**config.mk**
```make
export PLATFORM = sky130hd
export DESIGN_NAME = charlcd_wr
export DESIGN_NICKNAME = d
export VERILOG_FILES = /design/src/rtl/charlcd_pkg.sv /design/src/rtl/charlcd_timer.sv /design/src/rtl/charlcd_init_rom.sv /design/src/rtl/charlcd_nib_tx.sv /design/src/rtl/charlcd_wr.sv
export SDC_FILE = /design/constraint.sdc
export NUM_CORES = 1
export LEC_CHECK = 0
export ABC_CLOCK_PERIOD_IN_PS = 6400
export BUFFER_PORTS_ARGS = -buffer_cell sky130_fd_sc_hd__buf_2
export CORE_ASPECT_RATIO = 0.7
export CORE_MARGIN = 10
export CORE_UTILIZATION = 45
export CTS_CLUSTER_DIAMETER = 200
export DETAILED_ROUTE_END_ITERATION = 10
export SKIP_LAST_GASP = 1
export SYNTH_ARGS = -nofsm -noshare
export SYNTH_HDL_FRONTEND = slang
export SYNTH_SLANG_ARGS = --single-unit
export TNS_END_PERCENT = 50
```
**constraint.sdc**
```tcl
create_clock -name clk -period 6.4 [get_ports clk]
set_clock_uncertainty 0.05 [all_clocks]
set_input_delay 0.64 -clock clk [delete_from_list [all_inputs] [get_ports clk]]
set_output_delay 0.64 -clock clk [all_outputs]
set_load 0.03 [all_outputs]
```
**src/rtl/charlcd_pkg.sv**
```systemverilog
package charlcd_pkg;

   typedef enum logic [1:0] {
      WT_CMD   = 2'd0,
      WT_LONG  = 2'd1,
      WT_INIT1 = 2'd2,
      WT_INIT2 = 2'd3
   } wait_sel_e;

   typedef struct packed {
      logic      rs;
      logic [7:0] val;
      logic      nib_only;
      wait_sel_e wsel;
   } lcd_op_t;

   function automatic int unsigned ns_to_cyc(input int unsigned ns, input int unsigned khz);
      longint unsigned prod;
      prod = 64'(ns) * 64'(khz);
      prod = (prod + 64'd999_999) / 64'd1_000_000;
      if (prod == 64'd0) prod = 64'd1;
      return prod[31:0];
   endfunction

   function automatic int unsigned us_to_cyc(input int unsigned us, input int unsigned khz);
      longint unsigned prod;
      prod = 64'(us) * 64'(khz);
      prod = (prod + 64'd999) / 64'd1000;
      if (prod == 64'd0) prod = 64'd1;
      return prod[31:0];
   endfunction

   function automatic int unsigned max2(input int unsigned a, input int unsigned b);
      return (a > b) ? a : b;
   endfunction

endpackage

```
**src/rtl/charlcd_timer.sv**
```systemverilog
module charlcd_timer #(
   parameter int unsigned TW = 16
) (
   input  logic          clk,
   input  logic          rst_n,
   input  logic          load,
   input  logic [TW-1:0] load_val,
   output logic          zero
);
   logic [TW-1:0] cnt;

   always_ff @(posedge clk or negedge rst_n) begin
      if (!rst_n)             cnt <= '0;
      else if (load)          cnt <= load_val;
      else if (cnt != '0)     cnt <= cnt - 1'b1;
   end

   assign zero = (cnt == '0);
endmodule

```
**src/rtl/charlcd_init_rom.sv**
```systemverilog
module charlcd_init_rom
   import charlcd_pkg::*;
#(
   parameter bit TWO_LINE = 1'b1
) (
   input  logic [2:0] step,
   output lcd_op_t    op,
   output logic       last
);
   localparam logic [7:0] FUNC_SET = TWO_LINE ? 8'h28 : 8'h20;

   always_comb begin
      op.rs       = 1'b0;
      op.val      = 8'h00;
      op.nib_only = 1'b0;
      op.wsel     = WT_CMD;
      unique case (step)
         3'd0: begin op.val = 8'h30; op.nib_only = 1'b1; op.wsel = WT_INIT1; end
         3'd1: begin op.val = 8'h30; op.nib_only = 1'b1; op.wsel = WT_INIT2; end
         3'd2: begin op.val = 8'h30; op.nib_only = 1'b1; end
         3'd3: begin op.val = 8'h20; op.nib_only = 1'b1; end
         3'd4: op.val = FUNC_SET;
         3'd5: op.val = 8'h0C;
         3'd6: begin op.val = 8'h01; op.wsel = WT_LONG; end
         default: op.val = 8'h06;
      endcase
      last = (step == 3'd7);
   end
endmodule

```
**src/rtl/charlcd_nib_tx.sv**
```systemverilog
module charlcd_nib_tx
   import charlcd_pkg::*;
#(
   parameter int unsigned TW       = 16,
   parameter int unsigned HI_CYC   = 1,
   parameter int unsigned LO_CYC   = 1,
   parameter int unsigned CMD_CYC  = 40,
   parameter int unsigned LONG_CYC = 1640,
   parameter int unsigned I1_CYC   = 4100,
   parameter int unsigned I2_CYC   = 100,
   parameter bit          OUT_REG  = 1'b1
) (
   input  logic       clk,
   input  logic       rst_n,
   input  logic       start,
   input  lcd_op_t    op,
   output logic       done,
   output logic [3:0] lcd_nib,
   output logic       lcd_en,
   output logic       lcd_rs
);
   localparam logic [TW-1:0] HI_M1   = TW'(HI_CYC - 1);
   localparam logic [TW-1:0] LO_M1   = TW'(LO_CYC - 1);
   localparam logic [TW-1:0] CMD_M1  = TW'(CMD_CYC - 1);
   localparam logic [TW-1:0] LONG_M1 = TW'(LONG_CYC - 1);
   localparam logic [TW-1:0] I1_M1   = TW'(I1_CYC - 1);
   localparam logic [TW-1:0] I2_M1   = TW'(I2_CYC - 1);

   typedef enum logic [2:0] {
      TX_IDLE, TX_SU1, TX_HI1, TX_LO1, TX_SU2, TX_HI2, TX_WAIT
   } tx_st_e;

   tx_st_e        st, nxt;
   lcd_op_t       op_q;
   logic [3:0]    nib_q;
   logic          t_load, t_zero;
   logic [TW-1:0] t_val, wait_m1;
   logic          en_raw;

   charlcd_timer #(.TW(TW)) u_tmr (
      .clk(clk), .rst_n(rst_n), .load(t_load), .load_val(t_val), .zero(t_zero)
   );

   always_comb begin
      unique case (op_q.wsel)
         WT_LONG:  wait_m1 = LONG_M1;
         WT_INIT1: wait_m1 = I1_M1;
         WT_INIT2: wait_m1 = I2_M1;
         default:  wait_m1 = CMD_M1;
      endcase
   end

   always_comb begin
      nxt    = st;
      t_load = 1'b0;
      t_val  = '0;
      done   = 1'b0;
      unique case (st)
         TX_IDLE: if (start) nxt = TX_SU1;
         TX_SU1: begin nxt = TX_HI1; t_load = 1'b1; t_val = HI_M1; end
         TX_HI1: if (t_zero) begin
            t_load = 1'b1;
            if (op_q.nib_only) begin nxt = TX_WAIT; t_val = wait_m1; end
            else               begin nxt = TX_LO1;  t_val = LO_M1;   end
         end
         TX_LO1: if (t_zero) nxt = TX_SU2;
         TX_SU2: begin nxt = TX_HI2; t_load = 1'b1; t_val = HI_M1; end
         TX_HI2: if (t_zero) begin nxt = TX_WAIT; t_load = 1'b1; t_val = wait_m1; end
         TX_WAIT: if (t_zero) begin nxt = TX_IDLE; done = 1'b1; end
         default: nxt = TX_IDLE;
      endcase
   end

   always_ff @(posedge clk or negedge rst_n) begin
      if (!rst_n) begin
         st    <= TX_IDLE;
         op_q  <= '0;
         nib_q <= 4'h0;
      end else begin
         st <= nxt;
         if (st == TX_IDLE && start) begin
            op_q  <= op;
            nib_q <= op.val[7:4];
         end else if (st == TX_LO1 && t_zero) begin
            nib_q <= op_q.val[3:0];
         end
      end
   end

   assign en_raw = (st == TX_HI1) || (st == TX_HI2);

   generate
      if (OUT_REG) begin : g_oreg
         always_ff @(posedge clk or negedge rst_n) begin
            if (!rst_n) begin
               lcd_en  <= 1'b0;
               lcd_rs  <= 1'b0;
               lcd_nib <= 4'h0;
            end else begin
               lcd_en  <= en_raw;
               lcd_rs  <= op_q.rs;
               lcd_nib <= nib_q;
            end
         end
      end else begin : g_ocomb
         always_comb begin
            lcd_en  = en_raw;
            lcd_rs  = op_q.rs;
            lcd_nib = nib_q;
         end
      end
   endgenerate

   logic [TW-1:0] en_hi_cnt;
   always_ff @(posedge clk or negedge rst_n) begin
      if (!rst_n)      en_hi_cnt <= '0;
      else if (lcd_en) en_hi_cnt <= en_hi_cnt + 1'b1;
      else             en_hi_cnt <= '0;
   end

   AST_EN_DATA_STABLE: assert property (@(posedge clk) disable iff (!rst_n)
      (lcd_en && $past(lcd_en)) |-> ($stable(lcd_nib) && $stable(lcd_rs)));
   AST_EN_HIGH_WIDTH: assert property (@(posedge clk) disable iff (!rst_n)
      $fell(lcd_en) |-> (en_hi_cnt >= TW'(HI_CYC)));
   AST_START_WHEN_IDLE: assert property (@(posedge clk) disable iff (!rst_n)
      start |-> (st == TX_IDLE));
endmodule

```
**src/rtl/charlcd_wr.sv**
```systemverilog
module charlcd_wr
   import charlcd_pkg::*;
#(
   parameter int unsigned CLK_KHZ    = 50000,
   parameter int unsigned EN_HI_NS   = 500,
   parameter int unsigned EN_LO_NS   = 500,
   parameter int unsigned T_PWR_US   = 15000,
   parameter int unsigned T_INIT1_US = 4100,
   parameter int unsigned T_INIT2_US = 100,
   parameter int unsigned T_CMD_US   = 40,
   parameter int unsigned T_LONG_US  = 1640,
   parameter bit          TWO_LINE   = 1'b1,
   parameter bit          OUT_REG    = 1'b1
) (
   input  logic       clk,
   input  logic       rst_n,
   input  logic [7:0] host_byte,
   input  logic       host_is_char,
   input  logic       host_wr,
   output logic       busy,
   output logic [3:0] lcd_nib,
   output logic       lcd_en,
   output logic       lcd_rs,
   output logic       lcd_rw
);
   localparam int unsigned HI_CYC   = ns_to_cyc(EN_HI_NS, CLK_KHZ);
   localparam int unsigned LO_CYC   = ns_to_cyc(EN_LO_NS, CLK_KHZ);
   localparam int unsigned PWR_CYC  = us_to_cyc(T_PWR_US, CLK_KHZ);
   localparam int unsigned I1_CYC   = us_to_cyc(T_INIT1_US, CLK_KHZ);
   localparam int unsigned I2_CYC   = us_to_cyc(T_INIT2_US, CLK_KHZ);
   localparam int unsigned CMD_CYC  = us_to_cyc(T_CMD_US, CLK_KHZ);
   localparam int unsigned LONG_CYC = us_to_cyc(T_LONG_US, CLK_KHZ);
   localparam int unsigned MAX_CYC  =
      max2(max2(max2(PWR_CYC, I1_CYC), max2(I2_CYC, LONG_CYC)),
           max2(max2(CMD_CYC, HI_CYC), LO_CYC));
   localparam int unsigned TW = $clog2(MAX_CYC + 1) + 1;
   localparam logic [TW-1:0] PWR_M1 = TW'(PWR_CYC - 1);

   generate
      if (CLK_KHZ == 0) begin : g_chk_clk
         $error("charlcd_wr: CLK_KHZ must be nonzero");
      end
      if (T_LONG_US < T_CMD_US) begin : g_chk_long
         $error("charlcd_wr: long settle shorter than standard settle");
      end
      if (T_INIT1_US < T_INIT2_US) begin : g_chk_init
         $error("charlcd_wr: first start-up wait shorter than second");
      end
   endgenerate

   typedef enum logic [2:0] {
      SQ_BOOT, SQ_PWR, SQ_ISSUE, SQ_INIT_WAIT, SQ_IDLE, SQ_XFER
   } sq_st_e;

   sq_st_e     st;
   logic [2:0] step;
   lcd_op_t    rom_op, host_op, tx_op;
   logic       rom_last;
   logic       tx_start, tx_done;
   logic       pwr_load, pwr_zero;
   logic       long_cmd;

   charlcd_init_rom #(.TWO_LINE(TWO_LINE)) u_rom (
      .step(step), .op(rom_op), .last(rom_last)
   );

   charlcd_timer #(.TW(TW)) u_pwr_tmr (
      .clk(clk), .rst_n(rst_n), .load(pwr_load), .load_val(PWR_M1), .zero(pwr_zero)
   );

   assign long_cmd = !host_is_char && (host_byte[7:2] == 6'd0) && (host_byte[1:0] != 2'd0);

   always_comb begin
      host_op.rs       = host_is_char;
      host_op.val      = host_byte;
      host_op.nib_only = 1'b0;
      host_op.wsel     = long_cmd ? WT_LONG : WT_CMD;
   end

   assign tx_op    = (st == SQ_ISSUE) ? rom_op : host_op;
   assign tx_start = (st == SQ_ISSUE) || (st == SQ_IDLE && host_wr);
   assign pwr_load = (st == SQ_BOOT);

   always_ff @(posedge clk or negedge rst_n) begin
      if (!rst_n) begin
         st   <= SQ_BOOT;
         step <= 3'd0;
      end else begin
         unique case (st)
            SQ_BOOT:      st <= SQ_PWR;
            SQ_PWR:       if (pwr_zero) st <= SQ_ISSUE;
            SQ_ISSUE:     st <= SQ_INIT_WAIT;
            SQ_INIT_WAIT: if (tx_done) begin
               if (rom_last) st <= SQ_IDLE;
               else begin
                  step <= step + 3'd1;
                  st   <= SQ_ISSUE;
               end
            end
            SQ_IDLE:      if (host_wr) st <= SQ_XFER;
            SQ_XFER:      if (tx_done) st <= SQ_IDLE;
            default:      st <= SQ_BOOT;
         endcase
      end
   end

   assign busy   = (st != SQ_IDLE);
   assign lcd_rw = 1'b0;

   charlcd_nib_tx #(
      .TW(TW), .HI_CYC(HI_CYC), .LO_CYC(LO_CYC), .CMD_CYC(CMD_CYC),
      .LONG_CYC(LONG_CYC), .I1_CYC(I1_CYC), .I2_CYC(I2_CYC), .OUT_REG(OUT_REG)
   ) u_tx (
      .clk(clk), .rst_n(rst_n), .start(tx_start), .op(tx_op), .done(tx_done),
      .lcd_nib(lcd_nib), .lcd_en(lcd_en), .lcd_rs(lcd_rs)
   );

   AST_EN_UNDER_BUSY: assert property (@(posedge clk) disable iff (!rst_n)
      lcd_en |-> busy);
   AST_TAKE_RAISES_BUSY: assert property (@(posedge clk) disable iff (!rst_n)
      (!busy && host_wr) |=> busy);
endmodule

```
==> results of run 1 <==
## per-stage QoR
| step | setup WS, ns | util | std cells | area [um2] | power, uW |
|---|---|---|---|---|---|
| after floorplan | 4.13 | - | 419 | 3890 | 447 |
| after global placement | 3.59 | 0.481 | 541 | 4060 | 460 |
| after detailed placement | 3.49 | 0.481 | 541 | 4060 | 460 |
| after CTS | 3.48 | 0.522 | 557 | 4410 | 1030 |
| after global routing | 3.23 | 0.522 | 557 | 4410 | 1060 |
| final | 3.47 | 0.522 | 557 | 4410 | 1020 |
## worst max-delay path: cells and delay by family (launching register included)
| kind | cells | cell delay, ns |
|---|---|---|
| AND/OR/NAND/NOR | 5 | 2.00 |
| flip-flops | 1 | 0.41 |
| multiplexers | 1 | 0.35 |
## placed cells by master, fill, tap and decap left out, types with 4 or more instances in the layout
master	count
nor2b_1	4
xor2_1	17
clkbuf_16	9
a21oi_1	16
o21ai_0	27
dfrtp_1	69
nor2_1	44
nand3_1	12
nand3b_1	10
o21a_1	4
buf_2	18
mux2_2	4
nand4_1	4
nand2_1	51
nor4_1	8
xnor2_1	18
inv_1	15
mux2i_1	4
nor3_1	18
o31ai_1	4
o22ai_1	5
ha_1	16
nand2b_1	7
or3_1	4
clkbuf_8	4
## report_power, final
part | internal (uW) | switching [uW]
sequential | 437 | 0
combinational | 3.58 | 11.8
clock | 383 | 183
## final timing paths
path	startpoint	end	cells after the start
worst min-delay path	u_tx.nib_q[2]	u_tx.lcd_nib[2]	0
max in group asynchronous	rst_n	u_pwr_tmr.cnt[3]	2
min in group asynchronous	rst_n	u_tx.u_tmr.cnt[13]	2
worst max register to register	u_tx.u_tmr.cnt[5]	step[1]	6
worst min register to register	u_tx.nib_q[2]	u_tx.lcd_nib[2]	0
worst max-delay path	u_tx.u_tmr.cnt[5]	step[1]	6
## layout make-up
cell class | instances | area, um2
Fill cell | 805 | 4040
Inverter | 15 | 56.3
Sequential cell | 69 | 1730
Multi-Input combinational cell | 318 | 2030
Timing Repair Buffer | 19 | 97.6
Clock inverter | 3 | 65.1
Clock buffer | 13 | 280
Tap cell | 120 | 150
## flip-flops by register name (all words and copies together), names as in the netlist
| signal | count |
|---|---|
| u_pwr_tmr.cnt | 21 |
| u_tx.u_tmr.cnt | 21 |
| u_tx.op_q | 8 |
| u_tx.lcd_nib | 4 |
| u_tx.nib_q | 4 |
| st | 3 |
| step | 3 |
| u_tx.st | 3 |
| u_tx.lcd_en | 1 |
| u_tx.lcd_rs | 1 |
## cells by family (layout without fill, tap and decap cells)
family	Yosys count	after routing	synth area share
AO/OA/AOI/OAI	73	73	0.113
flip-flops	69	69	0.443
adder cells (fa/ha/maj)	16	16	0.0514
XOR/XNOR	35	35	0.0787
other	1	1	0.000963
AND/OR/NAND/NOR	184	184	0.252
buffers and inverters	32	50	0.0357
multiplexers	9	9	0.0247
## per-layer routing
| metal | vias up | routed length, um |
|---|---|---|
| met4 | 0 | 148 |
| met1 | 1387 | 4370 |
| met3 | 10 | 326 |
| li1 | 1488 | - |
| met5 | - | 0 |
| met2 | 49 | 3350 |
==> impl_results.md, run 1 <==
- Status: finished clean
- Post-synth ARST share: 1.00
- Largest stage delay, worst path: 0.66 ns
- Die ar.: 0.0128 mm2
- Layout cells sized above 1: 0.121
- Area share of the largest cell type after synthesis: 0.443
- Commonest cells post-synth: 69 x dfrtp_1, 51 x nand2_1, 44 x nor2_1
- Final setup fails: 0
- Hold Fails Final Rpt: 0
- Leakage power: 0.00201 uW
- Worst setup EP type: flop
- Final HPWL DP: 5700 um
- Critical Path RT: 6.57 ns
- Total CTS buffers: 9
- Hold Path Class: flop to flop
- Largest area contributor in the netlist: dfrtp_1
- RSZ-0062 raised after global routing: no
- CTS root buf: clkbuf_16
- VDD IR max: 0.000151 V
- Grt peak-use layer: met1
- Antenna violations before repair: 0
- Drt pass-1 iters: 4
- First-pass GRT wire length: 14200 um
- Met1 Resource Use GR: 0.197
- WS Path Type: flop to flop
- DIE HEIGHT: 97.8 um
- Via count: 2934
- Max cap viols: 0
- Worst-path fanout max: 15
- Starting DRT DRC Count: 185
- Syn. warnings: 0
- H-tree depth: 3
- Die W: 131 um
- Met2 layer usage reported by global route: 0.178
- Synthesized area per cell: 9.30 um2
- Final Max Tran Viols: 0
- CTS sink count: 69
- Routing usage on met3: 0.0399
- Area Growth Syn to Fin: 13.1%
- Setup TNS: 0 ns
- Final clock period utilization by the worst path: 0.457
- Min cycle time layout: 2.93 ns
- Critical path cell sequence: nor3_1 -> nand2_1 -> nor4_4 -> nand4_1 -> nor3_2 -> mux2_1
- Placer congestion estimate: 0.797
- GRT Total Usage: 0.136
- Flop2flop setup slack: 3.47 ns
- DRC violations left: 0
- Cells after Synth: 419
- Crit path arrival time: 3.10 ns
- Initial Utilization: 0.461
- Boundary pin count: 20
- Total core area: 0.00844 mm2
- Total grt overflow: 0
- Slowest CP cell: nor4_4
- DRT Wirelength: 8190 um
- Clk slew on worst S/H paths: 0.05 ns
- Unique masters post-synth: 55
- Diodes inserted: 0
- Largest net degree at the start of global routing: 70
- Worst-Skew Late Latency: 0.34 ns
- Critical Path Start Type: flop
- Synth Flop Type: dfrtp_1
- Port bufs: 18
- Min Hold Slack: 0.326 ns
- CTS tree: done
- Core Rows: 28
- Post-CTS sizing: 0
- Achievable clock frequency: 342 MHz
- Measured slew at the worst slew-check pin: 1.09 ns
- PD cells: 231 mW/mm2
- Worst slew margin: 0.270
- Mapped Nets: 447
- Synth top area cells: dfrtp_1 44%, ha_1 5.1%, nand2_1 4.9%
- Buffer count from post-CTS setup fixing: 0
- Post-synth design cell area: 0.00389 mm2
- DRT antenna net count: 0
- Hold-fix buffers, CTS: 0
- Cell with the most instances after synthesis: dfrtp_1
- Wire per inst: 14.7 um
- Via density: 5.27
- Post-synth EDFFs: 0
- FF+latch count, synth: 69
- Clk buf depth: 2
- Vias in the first global route: 2714
- Nets: 460
- Register area share after synthesis: 0.443
Power figures use the tool's default switching activity.
==> run 2, diff against run 1 <==
ABC_AREA = 1   (was default)
ABC_CLOCK_PERIOD_IN_PS = 2800   (was 6400)
clock period = 2.8 ns   (was 6.4 ns; I/O delays follow)
==> impl_results.md, run 2 <==
- Crit path arrival time: 2.09 ns (-1.01 ns)
- Post-synth EDFFs: 0 (unchanged)
- Final clock period utilization by the worst path: 0.688 (+0.231)
- Worst setup EP type: flop
- Largest net degree at the start of global routing: 30 (-57%)
- Cells after Synth: 590 (+41%)
- Post-synth design cell area: 0.00430 mm2 (+10%)
- Core Rows: 29 (+3.6%)
- Flop pwr share: 0.442 (+0.013)
- Commonest cells post-synth: 163 x nand2_1, 88 x nor2_1, 69 x dfrtp_1
- CTS root buf: clkbuf_16
- Clk slew on worst S/H paths: 0.06 ns (about the same)
- Synthesized area per cell: 7.29 um2 (-22%)
- Initial Utilization: 0.469 (+0.00726)
- Dpl cells: 728 (+35%)
- Area Growth Syn to Fin: 13.2% (about the same)
- Syn. warnings: 0 (unchanged)
- DRT Wirelength: 10300 um (+26%)
- Min cycle time layout: 1.93 ns (-0.999 ns)
- Unique masters post-synth: 41 (-25%)
- Post-CTS sizing: 0 (unchanged)
- Placer congestion estimate: 0.944 (+19%)
- R2r startpoint: u_tx.u_tmr.cnt[0]
- Mapped Nets: 618 (+38%)
- Layout cells sized above 1: 0.122 (+0.00110)
- DIE HEIGHT: 102 um (+4.0%)
- First-pass GRT wire length: 17700 um (+25%)
- CP dominant cell by count: inv_1
- GRT Total Usage: 0.159 (+0.0239)
- Largest stage delay, worst path: 0.38 ns (-0.28 ns)
- Min Hold Slack: 0.182 ns (-0.143 ns)
- FF+latch count, synth: 69 (unchanged)
- Nets: 644 (+40%)
- Max cap viols: 0 (unchanged)
- Die W: 137 um (+4.3%)
- Clock power share: 0.539 (-0.017)
- Wire per inst: 13.9 um (-5.6%)
- Cell with the most instances after synthesis: nand2_1
- Final setup fails: 0 (unchanged)
- Fill count: 913 (+13%)
- Via count: 3815 (+30%)
- Register area share after synthesis: 0.401 (-0.0419)
- PD cells: 464 mW/mm2 (+100%)
- DRC violations left: 0 (unchanged)
- Fin cells: 745 (+34%)
- Drt pass-1 iters: 5 (+1)
- Diodes inserted: 0 (unchanged)
- Largest registers: u_pwr_tmr.cnt x21, u_tx.u_tmr.cnt x21, u_tx.op_q x8
- Buffer count from post-CTS setup fixing: 0 (unchanged)
- Largest area contributor in the netlist: dfrtp_1
- Die ar.: 0.0139 mm2 (+8.5%)
- Switching share of power: 0.198 (+0.00693)
- CTS sink count: 69 (unchanged)
- Slowest CP cell: dfrtp_1
- WS Path Type: flop to flop
- Worst slew margin: 0.583 (+0.313)
- Hold Fails Final Rpt: 0 (unchanged)
- VDD IR max: 0.000308 V (+100%)
- CTS tree: done
- Most common cell after layout, fill and taps aside: nand2_1
- Hold-fix buffers, CTS: 1 (+1)
- NetSw: 448 uW (+130%)
- Via density: 5.12 (-2.8%)
- Register area: 0.00173 mm2 (unchanged)
- Min-delay src: host_is_char
- CP Launch Point: u_tx.u_tmr.cnt[0]
- Synth Flop Type: dfrtp_1
- Status: finished clean
- Total CTS buffers: 9 (unchanged)
- Critical path cell sequence: inv_1 -> ha_1 -> inv_1 -> nor2_1 -> nand2_1 -> inv_1 -> nand3_2 -> nor2_2 -> buf_4 -> a21oi_1
- Multi-input gate area: 0.00227 mm2 (+12%)
- Comb pwr share: 0.019 (+0.004)
- Starting DRT DRC Count: 276 (+49%)
- Critical Path Start Type: flop
- Vias in the first global route: 3569 (+32%)
- Leakage power: 0.00245 uW (+22%)
- Worst-path fanout max: 9 (-6)
- Area share of the largest cell type after synthesis: 0.401 (-0.0419)
- Port bufs: 18 (unchanged)
- End-of-flow core utilization: 0.530 (+0.00868)
- Synth top area cells: dfrtp_1 40%, nand2_1 14%, nor2_1 7.7%
- Leading cell types in the layout, fill and taps excluded: 163 x nand2_1, 88 x nor2_1, 69 x dfrtp_1, 62 x inv_1, 39 x nand3_1
- Critical Path RT: 2.96 ns (-3.61 ns)
- Achievable clock frequency: 519 MHz (+52%)
- Clk buf depth: 2 (unchanged)
- Total grt overflow: 0 (unchanged)
- Worst-Skew Late Latency: 0.33 ns (about the same)
- Setup TNS: 0 ns (unchanged)
- Post-synth ARST share: 1.00 (unchanged)
- H-tree depth: 3 (unchanged)
- RSZ-0062 raised after global routing: no
- Boundary pin count: 20 (unchanged)
- Hold Path Class: input pin to flop
- DRT antenna net count: 0 (unchanged)
- Final Max Tran Viols: 0 (unchanged)
- Final HPWL DP: 8040 um (+41%)
- Total core area: 0.00918 mm2 (+8.7%)
- Antenna violations before repair: 0 (unchanged)
- Int Power: 1810 uW (+120%)
- Measured slew at the worst slew-check pin: 0.626 ns (-0.461 ns)
run 2: cell count changes in the layout (fill, tap and decap cells not counted), moves of 10 or more:
cell     delta
nand2_1   +112
inv_1      +47
o21ai_0    -11
nor2_2     +10
xnor2_1    -15
nand3_1    +27
nor2_1     +44
run 2: cells by family after synthesis:
kind of cell	count (synthesis)	synth area share
AOI/OAI and AO/OA	58	0.0759
xor gates and xnor gates	15	0.0305
adders and majority gates	16	0.0465
buffers and inverters	75	0.0713
DFF	69	0.401
other	1	0.000872
and+or+nand+nor	356	0.373
run 2: layer usage:
layer	wire length [um]	GRT usage	vias up
met1	5470	0.235	1794
met4	78	0.0412	0
met2	4180	0.220	84
met3	619	0.0465	7
li1	-	-	1930
met5	0	0	-
run 2: layout make-up:
cell class	count	share of cell area
Clock buffer	10	0.0491
Clock inverter	6	0.0177
Inverter	67	0.0516
Multi-Input combinational cell	446	0.466
Sequential cell	69	0.355
Tap cell	124	0.0319
Timing Repair Buffer	23	0.0293
run 2: worst paths after layout:
| path | to | slack [ns] | cells past startpoint |
|---|---|---|---|
| max in group asynchronous | u_pwr_tmr.cnt[3] | 1.57 | 3 |
| setup reg to reg | u_tx.u_tmr.cnt[16] | 0.87 | 10 |
| min in group asynchronous | u_tx.u_tmr.cnt[9] | 0.46 | 2 |
| hold / removal | u_tx.op_q[11] | 0.18 | 3 |
| hold reg to reg | u_tx.lcd_nib[2] | 0.33 | 0 |
| setup / recovery | u_tx.u_tmr.cnt[16] | 0.87 | 10 |
run 2: power groups by stage:
stage,Combinational (uW),Sequential [uW],Clock [uW]
2_1_floorplan,8.85,1020,0
3_3_place_gp,43.4,1020,0
3_5_place_dp,43.6,1020,0
4_1_cts,44.9,997,1250
5_1_grt,50.0,997,1300
6_report,43.1,998,1220
run 2: critical path, delay by kind of cell (launching register included):
kind / cells / cell delay [ns]
AOI/OAI and AO/OA: 1 / 0.05
and+or+nand+nor: 4 / 0.58
DFF: 1 / 0.38
adders and majority gates: 1 / 0.21
buffers and inverters: 4 / 0.54
run 2: per-stage QoR:
step           cell area, um2  setup slack, ns  power, uW
3_3_place_gp             4530            0.970       1060
2_1_floorplan            4300             1.12       1020
3_5_place_dp             4530            0.880       1060
6_report                 4870            0.873       2260
4_1_cts                  4870            0.849       2300
5_1_grt                  4870            0.657       2350
==> run 3, diff against run 2 <==
ABC_AREA = 0   (was 1)
ABC_CLOCK_PERIOD_IN_PS = 1750   (was 2800)
clock period = 1.75 ns   (was 2.8 ns; I/O delays follow)
==> impl_results.md, run 3 (synthesized netlist as in run 1, its figures left out) <==
- Status: finished, violations left
- Failing checks: setup timing
- Final HPWL DP: 6720 um (-16%)
- RSZ-0062 raised after global routing: yes
- Leakage power: 0.00257 uW (+5.1%)
- Placement Setup Slack: -0.502 ns (-1.38 ns)
- Core Rows: 28 (-3.4%)
- Largest stage delay, worst path: 0.60 ns (+0.22 ns)
- CTS tree: done
- DRT antenna net count: 0 (unchanged)
- CTS root buf: clkbuf_16
- Clk buf depth: 2 (unchanged)
- H-tree depth: 3 (unchanged)
- Diodes inserted: 0 (unchanged)
- Via density: 5.14 (+0.33%)
- Hold Path Sink: u_tx.op_q[11]
- Cell depth of the worst setup path: 5 (-5)
- Clk slew on worst S/H paths: 0.06 ns (about the same)
- Most common cell after layout, fill and taps aside: buf_4
- Int Power: 2820 uW (+56%)
- Overall Power: 3490 uW (+54%)
- Largest registers: u_pwr_tmr.cnt x21, u_tx.u_tmr.cnt x21, u_tx.op_q x8
- Placer congestion estimate: 0.850 (-10%)
- R2r startpoint: u_tx.u_tmr.cnt[18]
- Final clock period utilization by the worst path: 1.30 (+0.607)
- Final Max Tran Viols: 0 (unchanged)
- CTS sink count: 69 (unchanged)
- CP top delay family: simple AND/OR/NAND/NOR gates
- Critical path cell sequence: or4_4 -> or4_4 -> nor4b_4 -> a21oi_1 -> a211o_1
- Hold Path Depth: 3 (unchanged)
- Clock power share: 0.524 (-0.015)
- DRT Wirelength: 9490 um (-8.3%)
- Leading cell types in the layout, fill and taps excluded: 94 x buf_4, 69 x dfrtp_1, 48 x nand2_1, 41 x nor2_1, 21 x o21ai_0
- Worst path bufs/invs: 0 (-4)
- Total CTS buffers: 9 (unchanged)
- Boundary pin count: 20 (unchanged)
- Flop2flop setup slack: -0.52 ns (-1.39 ns)
- Wire per inst: 14.4 um (+3.4%)
- Worst setup EP type: flop
- Crit path arrival time: 2.43 ns (+0.34 ns)
- Worst-Skew Late Latency: 0.33 ns (about the same)
- Antenna violations before repair: 0 (unchanged)
- PD cells: 638 mW/mm2 (+38%)
- Worst-path fanout max: 4 (-5)
- Hold Fails Final Rpt: 0 (unchanged)
- Final setup fails: 55 (+55)
- Layout cells sized above 1: 0.344 (+0.221)
- Area Growth Syn to Fin: 40.4%
- Initial Utilization: 0.461 (-0.00726)
- WS Path Type: flop to flop
- Critical Path Start Type: flop
- GRT Total Usage: 0.147 (-0.0129)
- Die ar.: 0.0128 mm2 (-7.9%)
- NetSw: 672 uW (+50%)
- Port bufs: 18 (unchanged)
- Measured slew at the worst slew-check pin: 0.666 ns (+0.0404 ns)
- VDD IR max: 0.000439 V (+43%)
- First-pass GRT wire length: 15500 um (-13%)
- End-of-flow core utilization: 0.648 (+0.117)
- Worst slew margin: 0.552 (-0.0304)
- Total core area: 0.00844 mm2 (-8.0%)
- Min-delay src: host_is_char
- Via count: 3396 (-11%)
- Critical Path RT: 1.92 ns (-1.04 ns)
- R2r worst-path depth: 5 (-5)
- Starting DRT DRC Count: 223 (-19%)
- Comb pwr share: 0.018 (about the same)
- Achievable clock frequency: 441 MHz (-15%)
- Total grt overflow: 0 (unchanged)
- Setup WS post-layout: -0.517 ns (-1.39 ns)
- Switching share of power: 0.193 (-0.00551)
- DIE HEIGHT: 97.8 um (-3.9%)
- Flop pwr share: 0.458 (+0.016)
- Nets: 566 (-12%)
- Vias in the first global route: 3185 (-11%)
- Hold Path Class: input pin to flop
- Min Hold Slack: 0.0573 ns (-0.125 ns)
- Max cap viols: 0 (unchanged)
- Drt pass-1 iters: 5 (unchanged)
- Largest net degree at the start of global routing: 70 (+130%)
- Slowest CP cell: or4_4
- Fill count: 672 (-26%)
- Min cycle time layout: 2.27 ns (+0.340 ns)
- Die W: 131 um (-4.1%)
- FF-to-FF End: st[0]
- CP dominant cell by count: or4_4
- DRC violations left: 0 (unchanged)
==> run 3: cell types whose count changed in the layout (fill, tap and decap cells not counted), moves of 7 or more <==
cell and change:
a21oi_1 -10, buf_4 +91, buf_6 +9, inv_1 -47
nand2_1 -115, nand2b_1 +7, nand3_1 -32, nor2_1 -47
nor2_2 -9, xnor2_1 +13
==> run 3: repair_timing <==
action | CTS | global route
cloned | 2 | 0
setup endpoints to repair | 55 | 62
pin swaps | 8 | 25
setup buffers | 4 | 2
endpoints found under the hold margin | 69 | 0
hold buffers | 1 | 0
resized for setup | 12 | 44
==> run 3: layout make-up <==
type                       instances  area [um2]  area share
multi-input combinational        319        2290       0.419
sequential                        69        1730       0.316
timing repair buffer             124         942       0.172
clock buffer                      13         270      0.0494
tap                              120         150      0.0275
inverter                          15        56.3      0.0103
clock inverter                     1        30.0     0.00549
==> run 3: power by group through the flow <==
stage / logic, uW / clock network (uW) / registers, uW
after floorplan: 9.70 / 0 / 1630
after global placement: 63.8 / 0 / 1620
after detailed placement: 64.6 / 0 / 1620
after CTS: 66.2 / 1870 / 1600
after global routing: 71.6 / 1950 / 1600
final: 62.7 / 1830 / 1600
==> run 3: worst max path at each step <==
stage | startpoint | endpoint
final | u_tx.u_tmr.cnt[18] | st[0]
after detailed placement | u_tx.u_tmr.cnt[19] | u_tx.u_tmr.cnt[3]
after CTS | u_tx.u_tmr.cnt[18] | st[0]
after global placement | u_tx.u_tmr.cnt[19] | step[1]
after floorplan | u_tx.u_tmr.cnt[13] | st[0]
after global routing | u_tx.u_tmr.cnt[12] | step[1]
==> run 3: worst min-delay path, stage by stage <==
cell and delay, ns:
buf_2 0.10, nand2_1 0.04, o21ai_0 0.06
==> run 3: per-layer routing <==
layer	vias up	GRT usage	routed length, um
li1	1692	-	-
met2	81	0.209	4050
met4	0	0.0466	93
met1	1606	0.206	4790
met3	17	0.0461	556
met5	-	0	0
==> run 3: through the flow <==
stage          setup TNS [ns]  cell area (um2)  cells
6_report               -17.43             5470    661
5_1_grt                -23.03             5470    661
4_1_cts                -17.77             5280    659
3_5_place_dp           -19.38             4870    638
3_3_place_gp           -17.49             4870    638
2_1_floorplan          -14.82             3970    419
